===== config.mk =====
export PLATFORM = sky130hd
export DESIGN_NAME = pstore_aligner
export DESIGN_NICKNAME = d
export VERILOG_FILES = /design/src/rtl/pstore_pkg.sv /design/src/rtl/pstore_span_mask.sv /design/src/rtl/pstore_lane_map.sv /design/src/rtl/pstore_beat_reg.sv /design/src/rtl/pstore_aligner.sv
export SDC_FILE = /design/constraint.sdc
export NUM_CORES = 1
export LEC_CHECK = 0
export BUFFER_PORTS_ARGS = -buffer_cell sky130_fd_sc_hd__buf_2
export CAP_MARGIN = 10
export CORE_UTILIZATION = 50
export DETAILED_ROUTE_END_ITERATION = 10
export PLACE_DENSITY_LB_ADDON = 0.2
export SYNTH_ARGS = -nofsm -noshare
export SYNTH_HDL_FRONTEND = slang
export SYNTH_SLANG_ARGS = --single-unit

===== constraint.sdc =====
create_clock -name clk -period 2.2 [get_ports clk]
set_clock_uncertainty 0.2 [all_clocks]
set_input_delay 0.22 -clock clk [delete_from_list [all_inputs] [get_ports clk]]
set_output_delay 0.22 -clock clk [all_outputs]
set_load 0.005 [all_outputs]

===== src/rtl/pstore_pkg.sv =====
package pstore_pkg;

   // span selection: write from the addressed byte to the unit end,
   // or from the unit start up to the byte below the address
   typedef enum logic {
      SPAN_FROM_ADDR  = 1'b0,
      SPAN_BELOW_ADDR = 1'b1
   } span_e;

   // access unit: half of the bus or the full bus
   typedef enum logic {
      UNIT_WORD  = 1'b0,
      UNIT_DWORD = 1'b1
   } unit_e;

   function automatic bit is_pow2(int unsigned v);
      return (v != 0) && ((v & (v - 1)) == 0);
   endfunction

endpackage


===== src/rtl/pstore_span_mask.sv =====
module pstore_span_mask
   import pstore_pkg::*;
#(
   parameter int LANES      = 8,
   parameter int WORD_BYTES = 4
) (
   input  logic [$clog2(LANES)-1:0] ofs,
   input  span_e                    span,
   input  unit_e                    unit,
   output logic [LANES-1:0]         lane_en,
   output logic                     nothing
);

   localparam int LANE_LOG = $clog2(LANES);
   localparam int WORD_LOG = $clog2(WORD_BYTES);
   localparam int SEL_W    = LANE_LOG - WORD_LOG;

   logic [WORD_LOG-1:0] ofs_w;
   logic [SEL_W-1:0]    word_sel;
   logic                below;

   assign ofs_w    = ofs[WORD_LOG-1:0];
   assign word_sel = ofs[LANE_LOG-1:WORD_LOG];
   assign below    = (span == SPAN_BELOW_ADDR);

   // one comparator pair per lane; the lane's position inside the
   // doubleword and inside its word are constants of the loop
   for (genvar i = 0; i < LANES; i++) begin : g_lane
      localparam logic [LANE_LOG-1:0] POS_D = LANE_LOG'(i);
      localparam logic [WORD_LOG-1:0] POS_W = WORD_LOG'(i % WORD_BYTES);
      localparam logic [SEL_W-1:0]    SEL   = SEL_W'(i / WORD_BYTES);

      logic hit_d;
      logic hit_w;

      always_comb begin
         if (below) begin
            hit_d = (POS_D < ofs);
            hit_w = (word_sel == SEL) && (POS_W < ofs_w);
         end else begin
            hit_d = (POS_D >= ofs);
            hit_w = (word_sel == SEL) && (POS_W >= ofs_w);
         end
      end

      assign lane_en[i] = (unit == UNIT_DWORD) ? hit_d : hit_w;
   end

   // an empty beat only arises below an offset of zero
   always_comb begin
      if (unit == UNIT_DWORD) nothing = below && (ofs == '0);
      else                    nothing = below && (ofs_w == '0);
   end

endmodule


===== src/rtl/pstore_lane_map.sv =====
module pstore_lane_map
   import pstore_pkg::*;
#(
   parameter int LANES      = 8,
   parameter int WORD_BYTES = 4,
   parameter bit MSB_LANE0  = 1'b1
) (
   input  logic [8*LANES-1:0] value,
   input  unit_e              unit,
   output logic [8*LANES-1:0] wdata
);

   // Lane i is address i inside the doubleword.  The value byte that a
   // big-endian memory keeps at that address is fixed per lane: for a
   // doubleword it is byte LANES-1-i of the value, for a word it is
   // byte WORD_BYTES-1-(i mod WORD_BYTES), so the word value appears in
   // both halves of the bus and the enables pick the half.
   for (genvar i = 0; i < LANES; i++) begin : g_lane
      localparam int SRC_D = LANES - 1 - i;
      localparam int SRC_W = WORD_BYTES - 1 - (i % WORD_BYTES);

      logic [7:0] lane_byte;

      assign lane_byte = (unit == UNIT_DWORD) ? value[8*SRC_D +: 8]
                                              : value[8*SRC_W +: 8];

      if (MSB_LANE0) begin : g_msb_first
         assign wdata[8*(LANES-1-i) +: 8] = lane_byte;
      end else begin : g_lsb_first
         assign wdata[8*i +: 8] = lane_byte;
      end
   end

endmodule


===== src/rtl/pstore_beat_reg.sv =====
module pstore_beat_reg #(
   parameter int ADDR_W = 32,
   parameter int LANES  = 8
) (
   input  logic                clk,
   input  logic                rst_n,
   input  logic                in_valid,
   output logic                in_ready,
   input  logic [ADDR_W-1:0]   in_addr,
   input  logic [LANES-1:0]    in_be,
   input  logic [8*LANES-1:0]  in_wdata,
   input  logic                in_empty,
   output logic                out_valid,
   input  logic                out_ready,
   output logic [ADDR_W-1:0]   out_addr,
   output logic [LANES-1:0]    out_be,
   output logic [8*LANES-1:0]  out_wdata,
   output logic                out_empty
);

   logic take;

   assign in_ready = !out_valid || out_ready;
   assign take     = in_valid && in_ready;

   always_ff @(posedge clk) begin
      if (!rst_n) begin
         out_valid <= 1'b0;
      end else if (in_ready) begin
         out_valid <= in_valid;
      end
   end

   always_ff @(posedge clk) begin
      if (!rst_n) begin
         out_addr  <= '0;
         out_be    <= '0;
         out_wdata <= '0;
         out_empty <= 1'b0;
      end else if (take) begin
         out_addr  <= in_addr;
         out_be    <= in_be;
         out_wdata <= in_wdata;
         out_empty <= in_empty;
      end
   end

endmodule


===== src/rtl/pstore_aligner.sv =====
module pstore_aligner
   import pstore_pkg::*;
#(
   parameter int ADDR_W     = 32,
   parameter int LANES      = 8,
   parameter int WORD_BYTES = 4,
   parameter bit MSB_LANE0  = 1'b1
) (
   input  logic                clk,
   input  logic                rst_n,
   input  logic                req_valid,
   output logic                req_ready,
   input  logic [ADDR_W-1:0]   req_addr,
   input  logic [8*LANES-1:0]  req_data,
   input  logic                req_span_end,
   input  logic                req_dword,
   output logic                bus_valid,
   input  logic                bus_ready,
   output logic [ADDR_W-1:0]   bus_addr,
   output logic [LANES-1:0]    bus_be,
   output logic [8*LANES-1:0]  bus_wdata,
   output logic                bus_empty
);

   localparam int LANE_LOG = $clog2(LANES);
   localparam int WORD_LOG = $clog2(WORD_BYTES);

   // elaboration-time parameter checks
   if (!is_pow2(LANES)) begin : g_bad_lanes
      $error("LANES must be a power of two");
   end
   if (!is_pow2(WORD_BYTES) || WORD_BYTES < 2) begin : g_bad_word
      $error("WORD_BYTES must be a power of two of at least 2");
   end
   if (LANES < 2 * WORD_BYTES) begin : g_bad_ratio
      $error("LANES must hold at least two words");
   end
   if (ADDR_W <= LANE_LOG) begin : g_bad_addr
      $error("ADDR_W too narrow for the lane count");
   end

   span_e                span;
   unit_e                unit;
   logic [LANES-1:0]     lane_en;
   logic                 nothing;
   logic [8*LANES-1:0]   lane_data;
   logic [ADDR_W-1:0]    base_addr;

   assign span = span_e'(req_span_end);
   assign unit = unit_e'(req_dword);

   always_comb begin
      base_addr = req_addr;
      if (unit == UNIT_DWORD) base_addr[LANE_LOG-1:0] = '0;
      else                    base_addr[WORD_LOG-1:0] = '0;
   end

   pstore_span_mask #(
      .LANES      (LANES),
      .WORD_BYTES (WORD_BYTES)
   ) i_mask (
      .ofs     (req_addr[LANE_LOG-1:0]),
      .span    (span),
      .unit    (unit),
      .lane_en (lane_en),
      .nothing (nothing)
   );

   pstore_lane_map #(
      .LANES      (LANES),
      .WORD_BYTES (WORD_BYTES),
      .MSB_LANE0  (MSB_LANE0)
   ) i_map (
      .value (req_data),
      .unit  (unit),
      .wdata (lane_data)
   );

   pstore_beat_reg #(
      .ADDR_W (ADDR_W),
      .LANES  (LANES)
   ) i_beat (
      .clk       (clk),
      .rst_n     (rst_n),
      .in_valid  (req_valid),
      .in_ready  (req_ready),
      .in_addr   (base_addr),
      .in_be     (lane_en),
      .in_wdata  (lane_data),
      .in_empty  (nothing),
      .out_valid (bus_valid),
      .out_ready (bus_ready),
      .out_addr  (bus_addr),
      .out_be    (bus_be),
      .out_wdata (bus_wdata),
      .out_empty (bus_empty)
   );

endmodule


* Word level (Yosys, flattened, before mapping) *
Cells that the tools add are included.

word-level totals
  register bits = 104
  bits of input ports = 102
  output and inout port bits = 107
  word-level logic and storage cells = 83

operators by class
  magnitude comparators = 24
  mux-type cells = 30
  bitwise logic cells = 1
  reductions and logical operators = 23

operators by type and width
  cell                                                                   number
  8-bit 2-to-1 mux                                                       4
  1-bit 2-to-1 mux                                                       26
  1-bit logical AND                                                      19
  3-bit >= comparator (first input constant)                             4
  3-bit < comparator (first input constant)                              4
  1-bit by 3-bit >= comparator with 1-bit output (first input constant)  2
  2-bit by 3-bit >= comparator with 1-bit output (first input constant)  2
  1-bit by 3-bit < comparator with 1-bit output (first input constant)   2
  2-bit by 3-bit < comparator with 1-bit output (first input constant)   2
  1-bit by 2-bit >= comparator with 1-bit output (first input constant)  2
  2-bit >= comparator (first input constant)                             2
  1-bit by 2-bit < comparator with 1-bit output (first input constant)   2
  2-bit < comparator (first input constant)                              2
  3-bit logical NOT                                                      1
  2-bit logical NOT                                                      1
  1-bit logical NOT                                                      1
  1-bit logical OR                                                       1
  1-bit NOT                                                              1

* Longest topological paths before layout *
Gate-level depths: netlist of the first run.

  depth after elaboration = 4
  depth in mapped cells = 7

* By module *
From an unflattened synthesis of the first run, not the netlist that was laid out.

second synthesis, totals
  cells, all modules = 557
  area total of the unflattened synthesis = 5,166.2 µm²

modules (own cells, without submodules)
  module            instances  cells an instance  area an instance (µm²)  sequential area each (µm²)
  pstore_beat_reg   1          460                4,185.3                 2,122.0
  pstore_lane_map   1          68                 784.5                   0.0
  pstore_span_mask  1          27                 178.9                   0.0
  pstore_aligner    1          2                  17.5                    0.0

* Worst setup path before layout of the first run *
OpenSTA, ideal clock, no wires.

  path type = input port to flip-flop
  from = input port req_valid
  to = register i_beat.out_wdata[34]
  setup time = 0.134 ns
  arrival time = 1.129 ns
  required time = 1.866 ns
  setup slack = 0.737 ns
  stages on the path = 7
  cells stage by stage = buf_4 inv_2 buf_6 nor2_1 buf_2 buf_2 a211oi_1

on the way
  cells in the longest elaborated chain, start to end = 1

ends and longest elaborated chain
  what                  RTL line               RTL
  from (decl)           pstore_aligner.sv:11   input logic req_valid,
  1-bit logical AND     pstore_beat_reg.sv:24  assign take = in_valid && in_ready;
  to (signal assigned)  pstore_beat_reg.sv:43  out_wdata <= in_wdata;
  to (decl)             pstore_beat_reg.sv:17  output logic [8*LANES-1:0] out_wdata,

No other way between the ends.
A chain may end at the register's enable or synchronous reset.

* Worst setup path after layout of the first run *
  from = register i_beat.out_valid
  to = output port req_ready

on the way
  cells in the longest elaborated chain, start to end = 2

ends and longest elaborated chain
  what                    RTL line               RTL
  from (decl)             pstore_beat_reg.sv:13  output logic out_valid,
  from (signal assigned)  pstore_beat_reg.sv:30  out_valid <= in_valid;
  1-bit logical NOT       pstore_beat_reg.sv:23  assign in_ready = !out_valid || out_ready;
  1-bit logical OR        pstore_beat_reg.sv:23
  to (decl)               pstore_aligner.sv:12   output logic req_ready,

No other way between the ends.

==> impl_metrics.env, run 1 <==
export IMPL_total_leakage_power_nw=2.90
export IMPL_endpoint_kind="output pin"
export IMPL_cts_made_buffers=9
export IMPL_grtUsageMet2_pct=53.0
export IMPL_cpLargestDelayFamily="buffers and inverters"
export IMPL_syn_area_per_cell_um2=8.76
export IMPL_post_synth_instance_area_um2=4280
export IMPL_global_route_usage_met1_pct=36.7
export IMPL_post_route_cells_drive_above_1_share_pct=33.5
export IMPL_clkLatencyLatePin_ns=0.35
export IMPL_ys_seq_area_share_pct=48.6
export IMPL_port_buffers=206
export IMPL_powerDensity_nw_per_um2=667
export IMPL_pnr_total_power_mw=4.21
export IMPL_ios=209
export IMPL_synth_ff_latch_count=104
export IMPL_min_period_ns=1.92
export IMPL_num_vias=4882
export IMPL_dr_first_iter_drc_count=279
export IMPL_finalSetupViolCount=0
export IMPL_cts_root_to_sink_buffers=2
export IMPL_post_layout_instance_area_um2=6310
export IMPL_placed_cells=755
export IMPL_worst_ep_required_time_ns=1.78
export IMPL_post_layout_nets=835
export IMPL_clk_transition_reported_paths_ns=0.10
export IMPL_worst_ir_drop_vdd_mv=0.448
export IMPL_outcome="complete, no violations"
export IMPL_synth_edff_count=0
export IMPL_synth_cell_types=28
export IMPL_wl_per_cell_um=16.6
export IMPL_cell_accounting_for_the_most_synthesized_area="sky130_fd_sc_hd__dfxtp_1"
export IMPL_postSynthCellCount=489
export IMPL_cap_viol_max_count=0
export IMPL_grt_start_max_net_pins=68
export IMPL_timing_critical_path_from_type="flip-flop"
export IMPL_postCtsResizedCells=0
export IMPL_timing_final_crit_share_pct=87.1
export IMPL_post_cts_setup_buffer_count=0
export IMPL_fin_util_pct=76.4
export IMPL_timing_critical_path_cells="nor2b_4, clkinv_2, buf_4, buf_2"
export IMPL_vias_per_cell=5.78
export IMPL_report_final_slew_viol_count=0
export IMPL_remaining_drc_errors=0
export IMPL_critPathBufInv=3
export IMPL_fill_cells=597
export IMPL_hold_buffers=72
export IMPL_grtUsageTotal_pct=30.5
export IMPL_worst_path_max_delay_cell="sky130_fd_sc_hd__dfxtp_1"
export IMPL_wire_length_of_the_first_global_routing_pass_um=21400
export IMPL_final_cell_count_no_fill=844
export IMPL_met3_usage_pct=5.56
export IMPL_placed_area_um2=5350
export IMPL_cts_htree_levels=3
export IMPL_route_final_wire_length_um=14000
export IMPL_global_route_peak_usage_layer="met2"
export IMPL_placer_congestion=0.771
export IMPL_cts_tree="done"
export IMPL_setup_tns_ns=0
export IMPL_cts_num_sinks=104
export IMPL_netlist_top_cells_area="sky130_fd_sc_hd__dfxtp_1 49%, sky130_fd_sc_hd__a21oi_1 11%, sky130_fd_sc_hd__mux2i_1 8.6%, sky130_fd_sc_hd__nand3_1 7.6%, sky130_fd_sc_hd__o21ai_0 7.4%"
export IMPL_crit_path_max_incr_delay_ns=0.35
export IMPL_overflow=0
export IMPL_worst_margin_slew_ns=0.530
export IMPL_synth_flop_cell="sky130_fd_sc_hd__dfxtp_1"
export IMPL_area_share_of_the_largest_cell_type_after_synthesis_pct=48.6
export IMPL_mostFrequentLayoutCell="sky130_fd_sc_hd__buf_2"
export IMPL_fp_dieArea_um2=8940
export IMPL_max_slew_margin_pct=64.6
export IMPL_critical_path_max_fanout=23
export IMPL_synthToLayoutAreaGrowth_pct=47.3
export IMPL_hold_class="in -> reg"
export IMPL_timing_worst_setup_path_type="reg -> out"
export IMPL_start_util_pct=51.9
export IMPL_via_count_of_the_first_global_routing_pass=4415
export IMPL_crit_arrival_ns=1.50
export IMPL_grt_setup_unrepaired="no"
export IMPL_place_hpwl_um=8410
export IMPL_die_width_um=94.6
export IMPL_maxClockFrequency_ghz=0.522
export IMPL_grt_antenna_before_repair=1
export IMPL_cts_root_buf="sky130_fd_sc_hd__clkbuf_8"
export IMPL_ant_nets=0
export IMPL_die_h_um=94.6
export IMPL_drt_pre_antenna_iters=6
export IMPL_asyncSetResetFlopFracSynth_pct=0
export IMPL_fp_rows=33
export IMPL_synth_warning_count=0
export IMPL_core_region_area_um2=8260
export IMPL_final_cell_mix="205 x sky130_fd_sc_hd__buf_2, 104 x sky130_fd_sc_hd__dfxtp_1, 98 x sky130_fd_sc_hd__a21oi_1"
export IMPL_hold_violations=0
## registers in the layout, summed over array words and instances (netlist names)
name and cells:
i_beat.out_addr 30, i_beat.out_be 8, i_beat.out_valid 1, i_beat.out_wdata 64
i_beat.out_empty 1
## Yosys cell counts (3+ instances only)
master,n
sky130_fd_sc_hd__clkbuf_1,35
sky130_fd_sc_hd__a211oi_1,33
sky130_fd_sc_hd__mux2i_1,37
sky130_fd_sc_hd__nand3_1,65
sky130_fd_sc_hd__buf_1,7
sky130_fd_sc_hd__nand2_1,3
sky130_fd_sc_hd__buf_2,13
sky130_fd_sc_hd__dfxtp_1,104
sky130_fd_sc_hd__a21oi_1,98
sky130_fd_sc_hd__buf_4,3
sky130_fd_sc_hd__o221a_2,5
sky130_fd_sc_hd__o21ai_0,63
sky130_fd_sc_hd__nor2_1,3
## metal layers
metal	up-vias	wire length, um	part of all wire [%]
met2	238	7000	50
met3	45	936	6.7
met5	-	0	0
met4	0	456	3.2
met1	2326	5650	40
li1	2273	-	-
## logic make-up (layout without fill, tap and decap cells)
group                  Yosys count  count (layout)  synth area share (%)
flip-flops                     104             104                  48.6
other                            1               3                0.0876
multiplexers                    38              38                  8.91
AO/OA/AOI/OAI                  202             202                  26.5
buffers and inverters           63             311                  6.34
AND/OR/NAND/NOR                 81              81                  9.55
## worst paths after layout
| kind | start | slack [ns] | end | cells past startpoint |
|---|---|---|---|---|
| worst max-delay path | i_beat.out_valid$_SDFFE_PN0N_ | 0.28 | req_ready | 4 |
| worst min-delay path | req_data[58] | 0.02 | i_beat.out_wdata[58]$_SDFFE_PN0P_ | 3 |
| worst max register to register | i_beat.out_valid$_SDFFE_PN0N_ | 0.37 | i_beat.out_wdata[31]$_SDFFE_PN0P_ | 5 |
| worst min register to register | i_beat.out_empty$_SDFFE_PN0P_ | 0.28 | i_beat.out_empty$_SDFFE_PN0P_ | 2 |
## power by group
group | internal (mW) | switching [mW]
Sequential | 2.01 | 0.0612
Clock | 0.714 | 0.653
Combinational | 0.383 | 0.387
Total | 3.11 | 1.10
## worst min-delay path: stages
cell	delay (ns)
sky130_fd_sc_hd__buf_2	0.10
sky130_fd_sc_hd__mux2i_1	0.13
sky130_fd_sc_hd__a211oi_1	0.08
## cell type report
type / instances / area, um2 / area share (%)
Clock inverter: 5 / 86.3 / 1.37
Sequential cell: 104 / 2080 / 33.0
Clock buffer: 11 / 151 / 2.40
Multi-Input combinational cell: 323 / 1950 / 30.9
Tap cell: 105 / 131 / 2.08
Inverter: 4 / 16.3 / 0.258
Antenna cell: 1 / 2.50 / 0.0397
Timing Repair Buffer: 291 / 1890 / 30.0
## per-stage QoR
stage                     hold WS [ns]  setup WS, ns
final                           0.0169         0.283
after CTS                     0.000161         0.286
after global routing           0.00688         0.185
after floorplan                  0.168         0.737
after global placement           0.251         0.537
after detailed placement         0.265         0.474
Power figures use the tool's default switching activity.
==> run 2: changes to the inputs <==
--- a/config.mk
+++ b/config.mk
@@ -10,6 +10,7 @@
 export CORE_UTILIZATION = 50
 export DETAILED_ROUTE_END_ITERATION = 10
 export PLACE_DENSITY_LB_ADDON = 0.2
+export RECOVER_POWER = 100
 export SYNTH_ARGS = -nofsm -noshare
 export SYNTH_HDL_FRONTEND = slang
 export SYNTH_SLANG_ARGS = --single-unit
==> impl_metrics.env, run 2 (synthesis gave the netlist of run 1 again) <==
export IMPL_worst_ir_drop_vdd_mv=0.448
export IMPL_m1_wl_um=5690
export IMPL_core_region_area_um2=8260
export IMPL_cts_made_buffers=9
export IMPL_final_cell_count_no_fill=844
export IMPL_cts_htree_levels=3
export IMPL_vias_per_cell=5.82
export IMPL_max_slew_margin_pct=32.0
export IMPL_remaining_drc_errors=0
export IMPL_fp_rows=33
export IMPL_maxClockFrequency_ghz=0.508
export IMPL_via_count_of_the_first_global_routing_pass=4415
export IMPL_mostFrequentLayoutCell="sky130_fd_sc_hd__buf_2"
export IMPL_route_final_wire_length_um=14100
export IMPL_cap_viol_max_count=0
export IMPL_powerDensity_nw_per_um2=675
export IMPL_total_leakage_power_nw=2.61
export IMPL_post_cts_setup_buffer_count=0
export IMPL_outcome="complete, no violations"
export IMPL_grt_setup_unrepaired="no"
export IMPL_cts_tree="done"
export IMPL_cts_root_buf="sky130_fd_sc_hd__clkbuf_8"
export IMPL_grt_start_max_net_pins=68
export IMPL_reg_largest_list="i_beat.out_wdata: 64 flops, i_beat.out_addr: 30 flops, i_beat.out_be: 8 flops"
export IMPL_grt_antenna_before_repair=1
export IMPL_critical_path_startpoint="i_beat.out_valid$_SDFFE_PN0N_"
export IMPL_post_layout_instance_area_um2=6200
export IMPL_cts_num_sinks=104
export IMPL_report_final_slew_viol_count=0
export IMPL_post_layout_nets=835
export IMPL_dr_max_layer_used="met4"
export IMPL_fp_dieArea_um2=8940
export IMPL_drt_pre_antenna_iters=6
export IMPL_placed_area_um2=5350
export IMPL_start_util_pct=51.9
export IMPL_placed_cells=755
export IMPL_wl_met3_um=909
export IMPL_crit_path_max_incr_delay_ns=0.35
export IMPL_grtUsageTotal_pct=30.5
export IMPL_timing_worst_setup_path_type="reg -> out"
export IMPL_min_period_ns=1.97
export IMPL_placer_congestion=0.771
export IMPL_wire_length_of_the_first_global_routing_pass_um=21400
export IMPL_critical_path_endpoint="req_ready"
export IMPL_wl_per_cell_um=16.7
export IMPL_finalSetupViolCount=0
export IMPL_top_register="i_beat.out_wdata"
export IMPL_port_buffers=206
export IMPL_post_route_worst_setup_slack_ns=0.230
export IMPL_timing_final_crit_share_pct=89.5
export IMPL_timing_critical_path_cells="nor2b_4, clkinv_2, clkbuf_4, buf_2"
export IMPL_worst_margin_slew_ns=1.02
export IMPL_timing_critical_path_from_type="flip-flop"
export IMPL_dr_first_iter_drc_count=271
export IMPL_place_hpwl_um=8410
export IMPL_die_h_um=94.6
export IMPL_dp_slack_ns=0.474
export IMPL_ant_nets=0
export IMPL_worstReg2RegStart="i_beat.out_valid$_SDFFE_PN0N_"
export IMPL_critical_path_max_fanout=23
export IMPL_wl_met2_um=7010
export IMPL_synthToLayoutAreaGrowth_pct=44.7
export IMPL_regToRegEndpoint="i_beat.out_wdata[48]$_SDFFE_PN0P_"
export IMPL_num_vias=4908
export IMPL_clk_transition_reported_paths_ns=0.10
export IMPL_hold_violations=0
export IMPL_crit_arrival_ns=1.55
export IMPL_hold_class="in -> reg"
export IMPL_final_cell_mix="130 x sky130_fd_sc_hd__buf_2, 104 x sky130_fd_sc_hd__dfxtp_1, 98 x sky130_fd_sc_hd__a21oi_1"
export IMPL_setup_tns_ns=0
export IMPL_endpoint_kind="output pin"
export IMPL_die_width_um=94.6
export IMPL_worst_ep_required_time_ns=1.78
export IMPL_r2r_slack_ns=0.24
export IMPL_clkLatencyLatePin_ns=0.34
export IMPL_overflow=0
export IMPL_largest_register_ffs=64
export IMPL_post_route_cells_drive_above_1_share_pct=23.2
export IMPL_ios=209
export IMPL_worst_r2r_cell_count=5
export IMPL_cts_root_to_sink_buffers=2
export IMPL_worst_path_max_delay_cell="sky130_fd_sc_hd__dfxtp_1"
[run 2: layout make-up]
class | count | area (um2)
Tap cell | 105 | 131
Antenna cell | 1 | 2.50
Clock buffer | 11 | 151
Clock inverter | 5 | 86.3
Inverter | 4 | 16.3
Timing Repair Buffer | 291 | 1780
Sequential cell | 104 | 2080
Fill cell | 648 | 2060
Multi-Input combinational cell | 323 | 1950
[run 2: worst max-delay path, delay by kind of cell (launching register included)]
family	cells	cell delay, ns
DFF	1	0.35
and+or+nand+nor	1	0.16
buffers and inverters	3	0.69
[run 2: power by group]
part           switching [mW]  internal (mW)
Clock                   0.652          0.714
Combinational           0.387          0.356
Sequential             0.0645           2.01
Total                    1.10           3.08
[run 2: worst min-delay path by stage]
stage	from	end	slack, ns	depth (start not counted)
after detailed placement	i_beat.out_addr[4]$_SDFFE_PN0P_	i_beat.out_addr[4]$_SDFFE_PN0P_	0.26	2
after global placement	i_beat.out_empty$_SDFFE_PN0P_	i_beat.out_empty$_SDFFE_PN0P_	0.25	2
final	req_data[45]	i_beat.out_wdata[45]$_SDFFE_PN0P_	0.02	3
after global routing	req_data[52]	i_beat.out_wdata[52]$_SDFFE_PN0P_	0.007	3
after CTS	req_data[47]	i_beat.out_wdata[47]$_SDFFE_PN0P_	0.0002	3
after floorplan	req_addr[22]	i_beat.out_addr[22]$_SDFFE_PN0P_	0.17	2
[run 2: per-layer routing]
layer	vias up	track usage [%]
met5	-	0
met4	0	13.6
met3	46	5.56
met2	253	53.0
met1	2336	36.7
li1	2273	-
[run 2: repair_timing]
action	4_1_cts	5_1_grt
endpoints found under the hold margin	77	0
resized for setup	0	0
hold buffers	72	0
[run 2: stage by stage]
step                      power (mW)  utilization (%)  hold WS (ns)
after floorplan                 2.45                -         0.168
after global placement          2.75             64.7         0.251
after detailed placement        2.76             64.7         0.265
after CTS                       4.21             76.3      0.000161
after global routing            4.36             75.1       0.00688
final                           4.18             75.1        0.0157
==> run 3: changes to the inputs <==
--- a/config.mk
+++ b/config.mk
@@ -7,6 +7,7 @@
 export LEC_CHECK = 0
 export BUFFER_PORTS_ARGS = -buffer_cell sky130_fd_sc_hd__buf_2
 export CAP_MARGIN = 10
+export CORE_MARGIN = 5
 export CORE_UTILIZATION = 50
 export DETAILED_ROUTE_END_ITERATION = 10
 export PLACE_DENSITY_LB_ADDON = 0.2
==> impl_metrics.env, run 3 (synthesis gave the netlist of run 1 again) <==
export IMPL_grt_start_max_net_pins=100
export IMPL_critical_path_max_fanout=43
export IMPL_via_count_of_the_first_global_routing_pass=4686
export IMPL_clk_transition_reported_paths_ns=0.10
export IMPL_cts_tree="done"
export IMPL_remaining_drc_errors=0
export IMPL_clkLatencyLatePin_ns=0.36
export IMPL_powerDensity_nw_per_um2=648
export IMPL_cts_made_buffers=9
export IMPL_timing_final_crit_share_pct=92.7
export IMPL_cpLargestDelayFamily="buffers and inverters"
export IMPL_largest_register_ffs=64
export IMPL_place_hpwl_um=9360
export IMPL_fp_rows=33
export IMPL_cts_root_to_sink_buffers=2
export IMPL_min_period_ns=2.04
export IMPL_num_antenna_cells=0
export IMPL_worst_r2r_cell_count=5
export IMPL_crit_path_max_incr_delay_ns=0.39
export IMPL_maxClockFrequency_ghz=0.491
export IMPL_critPathBufInv=3
export IMPL_critical_path_startpoint="i_beat.out_valid$_SDFFE_PN0N_"
export IMPL_cts_num_sinks=104
export IMPL_post_layout_nets=827
export IMPL_regToRegEndpoint="i_beat.out_wdata[40]$_SDFFE_PN0P_"
export IMPL_die_h_um=103
export IMPL_cap_viol_max_count=0
export IMPL_ant_nets=0
export IMPL_fp_dieArea_um2=10500
export IMPL_cts_root_buf="sky130_fd_sc_hd__clkbuf_8"
export IMPL_reg_largest_list="i_beat.out_wdata: 64 flops, i_beat.out_addr: 30 flops, i_beat.out_be: 8 flops"
export IMPL_route_final_wire_length_um=14900
export IMPL_drt_pre_antenna_iters=5
export IMPL_crit_arrival_ns=1.62
export IMPL_ios=209
export IMPL_worst_ir_drop_vdd_mv=0.375
export IMPL_grt_setup_unrepaired="no"
export IMPL_start_util_pct=51.6
export IMPL_cts_htree_levels=3
export IMPL_setup_tns_ns=0
export IMPL_post_route_cells_drive_above_1_share_pct=22.1
export IMPL_num_vias=4779
export IMPL_hold_violations=0
export IMPL_grtUsageTotal_pct=27.3
export IMPL_timing_critical_path_from_type="flip-flop"
export IMPL_total_leakage_power_nw=2.51
export IMPL_grt_antenna_before_repair=0
export IMPL_core_region_area_um2=8300
export IMPL_wire_length_of_the_first_global_routing_pass_um=23100
export IMPL_worstReg2RegStart="i_beat.out_valid$_SDFFE_PN0N_"
export IMPL_postCtsResizedCells=0
export IMPL_finalSetupViolCount=0
export IMPL_timing_worst_setup_path_type="reg -> out"
export IMPL_die_width_um=103
export IMPL_port_buffers=206
export IMPL_hold_class="in -> reg"
export IMPL_worst_ep_required_time_ns=1.78
export IMPL_vias_per_cell=5.72
export IMPL_synthToLayoutAreaGrowth_pct=41.0
export IMPL_mostFrequentLayoutCell="sky130_fd_sc_hd__buf_2"
export IMPL_worst_margin_slew_ns=1.10
export IMPL_placer_congestion=0.839
export IMPL_overflow=0
export IMPL_top_register="i_beat.out_wdata"
export IMPL_timing_critical_path_cells="nor2b_4, inv_2, buf_4, clkbuf_1"
export IMPL_report_final_slew_viol_count=0
export IMPL_dr_first_iter_drc_count=268
export IMPL_final_cell_count_no_fill=835
export IMPL_critical_path_endpoint="req_ready"
export IMPL_outcome="complete, no violations"
export IMPL_wl_per_cell_um=17.9
export IMPL_r2r_slack_ns=0.24
export IMPL_final_cell_mix="123 x sky130_fd_sc_hd__buf_2, 104 x sky130_fd_sc_hd__dfxtp_1, 98 x sky130_fd_sc_hd__a21oi_1"
export IMPL_endpoint_kind="output pin"
export IMPL_max_slew_margin_pct=26.5
export IMPL_worst_path_max_delay_cell="sky130_fd_sc_hd__nor2b_4"
export IMPL_worst_path_stages=4
export IMPL_placed_cells=753
-- run 3: cell types whose count changed in the layout (fill, tap and decap cells not counted), sizes merged --
cell,change
buf,-9
clkbuf,+8
dlygate4sd3,-6
bufinv,-2
clkinvlp,+2
diode,-1
inv,-1
-- run 3: timing repair --
action,in CTS,in global routing
endpoints found under the hold margin,71,0
hold buffers,66,0
buffers inserted,0,0
-- run 3: worst min path at each step --
stage | start | to | slack [ns] | cells after the start
final | req_data[47] | i_beat.out_wdata[47]$_SDFFE_PN0P_ | 0.008 | 3
after global routing | req_data[39] | i_beat.out_wdata[39]$_SDFFE_PN0P_ | 0.009 | 3
after CTS | req_data[47] | i_beat.out_wdata[47]$_SDFFE_PN0P_ | 0.0004 | 3
after detailed placement | i_beat.out_empty$_SDFFE_PN0P_ | i_beat.out_empty$_SDFFE_PN0P_ | 0.25 | 2
after global placement | i_beat.out_empty$_SDFFE_PN0P_ | i_beat.out_empty$_SDFFE_PN0P_ | 0.24 | 2
after floorplan | req_addr[22] | i_beat.out_addr[22]$_SDFFE_PN0P_ | 0.17 | 2
-- run 3: routing by layer --
metal / vias up / wire, um / global-route usage (%)
met5: - / 0 / 0
met4: 0 / 462 / 11.1
met3: 43 / 1370 / 6.83
met2: 259 / 7240 / 46.6
met1: 2224 / 5850 / 32.8
li1: 2253 / - / -
-- run 3: power breakdown --
| part | switching [mW] | leakage (nW) | internal [mW] | total, mW |
|---|---|---|---|---|
| combinational | 0.392 | 1.56 | 0.343 | 0.735 |
| clock | 0.628 | 0.0886 | 0.475 | 1.10 |
| sequential | 0.0650 | 0.859 | 2.01 | 2.07 |
| total | 1.09 | 2.51 | 2.83 | 3.91 |
-- run 3: metrics by stage --
step                power, mW  setup slack (ns)  cell area, um2  utilization [%]  hold WS, ns
global placement         2.74             0.454            5310             63.9        0.244
global route             4.08            0.0366            6040             72.8      0.00860
detailed placement       2.77             0.414            5310             63.9        0.247
CTS                      3.94             0.140            6150             74.1     0.000392
floorplan                2.45             0.737            4290                -        0.168
finish                   3.91             0.161            6040             72.8      0.00781
-- run 3: worst reg2reg max path, delay by kind of cell (launching register included) --
kind	cells	cell delay, ns
buffers and inverters	2	0.49
DFF	1	0.35
AOI/OAI and AO/OA	2	0.36
and+or+nand+nor	1	0.39
-- run 3: final cells by class --
| class | count | area, um2 |
|---|---|---|
| clock buffers | 12 | 155 |
| clock inverters | 4 | 28.8 |
| fillers | 678 | 2260 |
| inverters | 4 | 15.0 |
| multi-input cells | 323 | 1950 |
| flip-flops and latches | 104 | 2080 |
| well taps | 105 | 131 |
| repair buffers | 283 | 1680 |
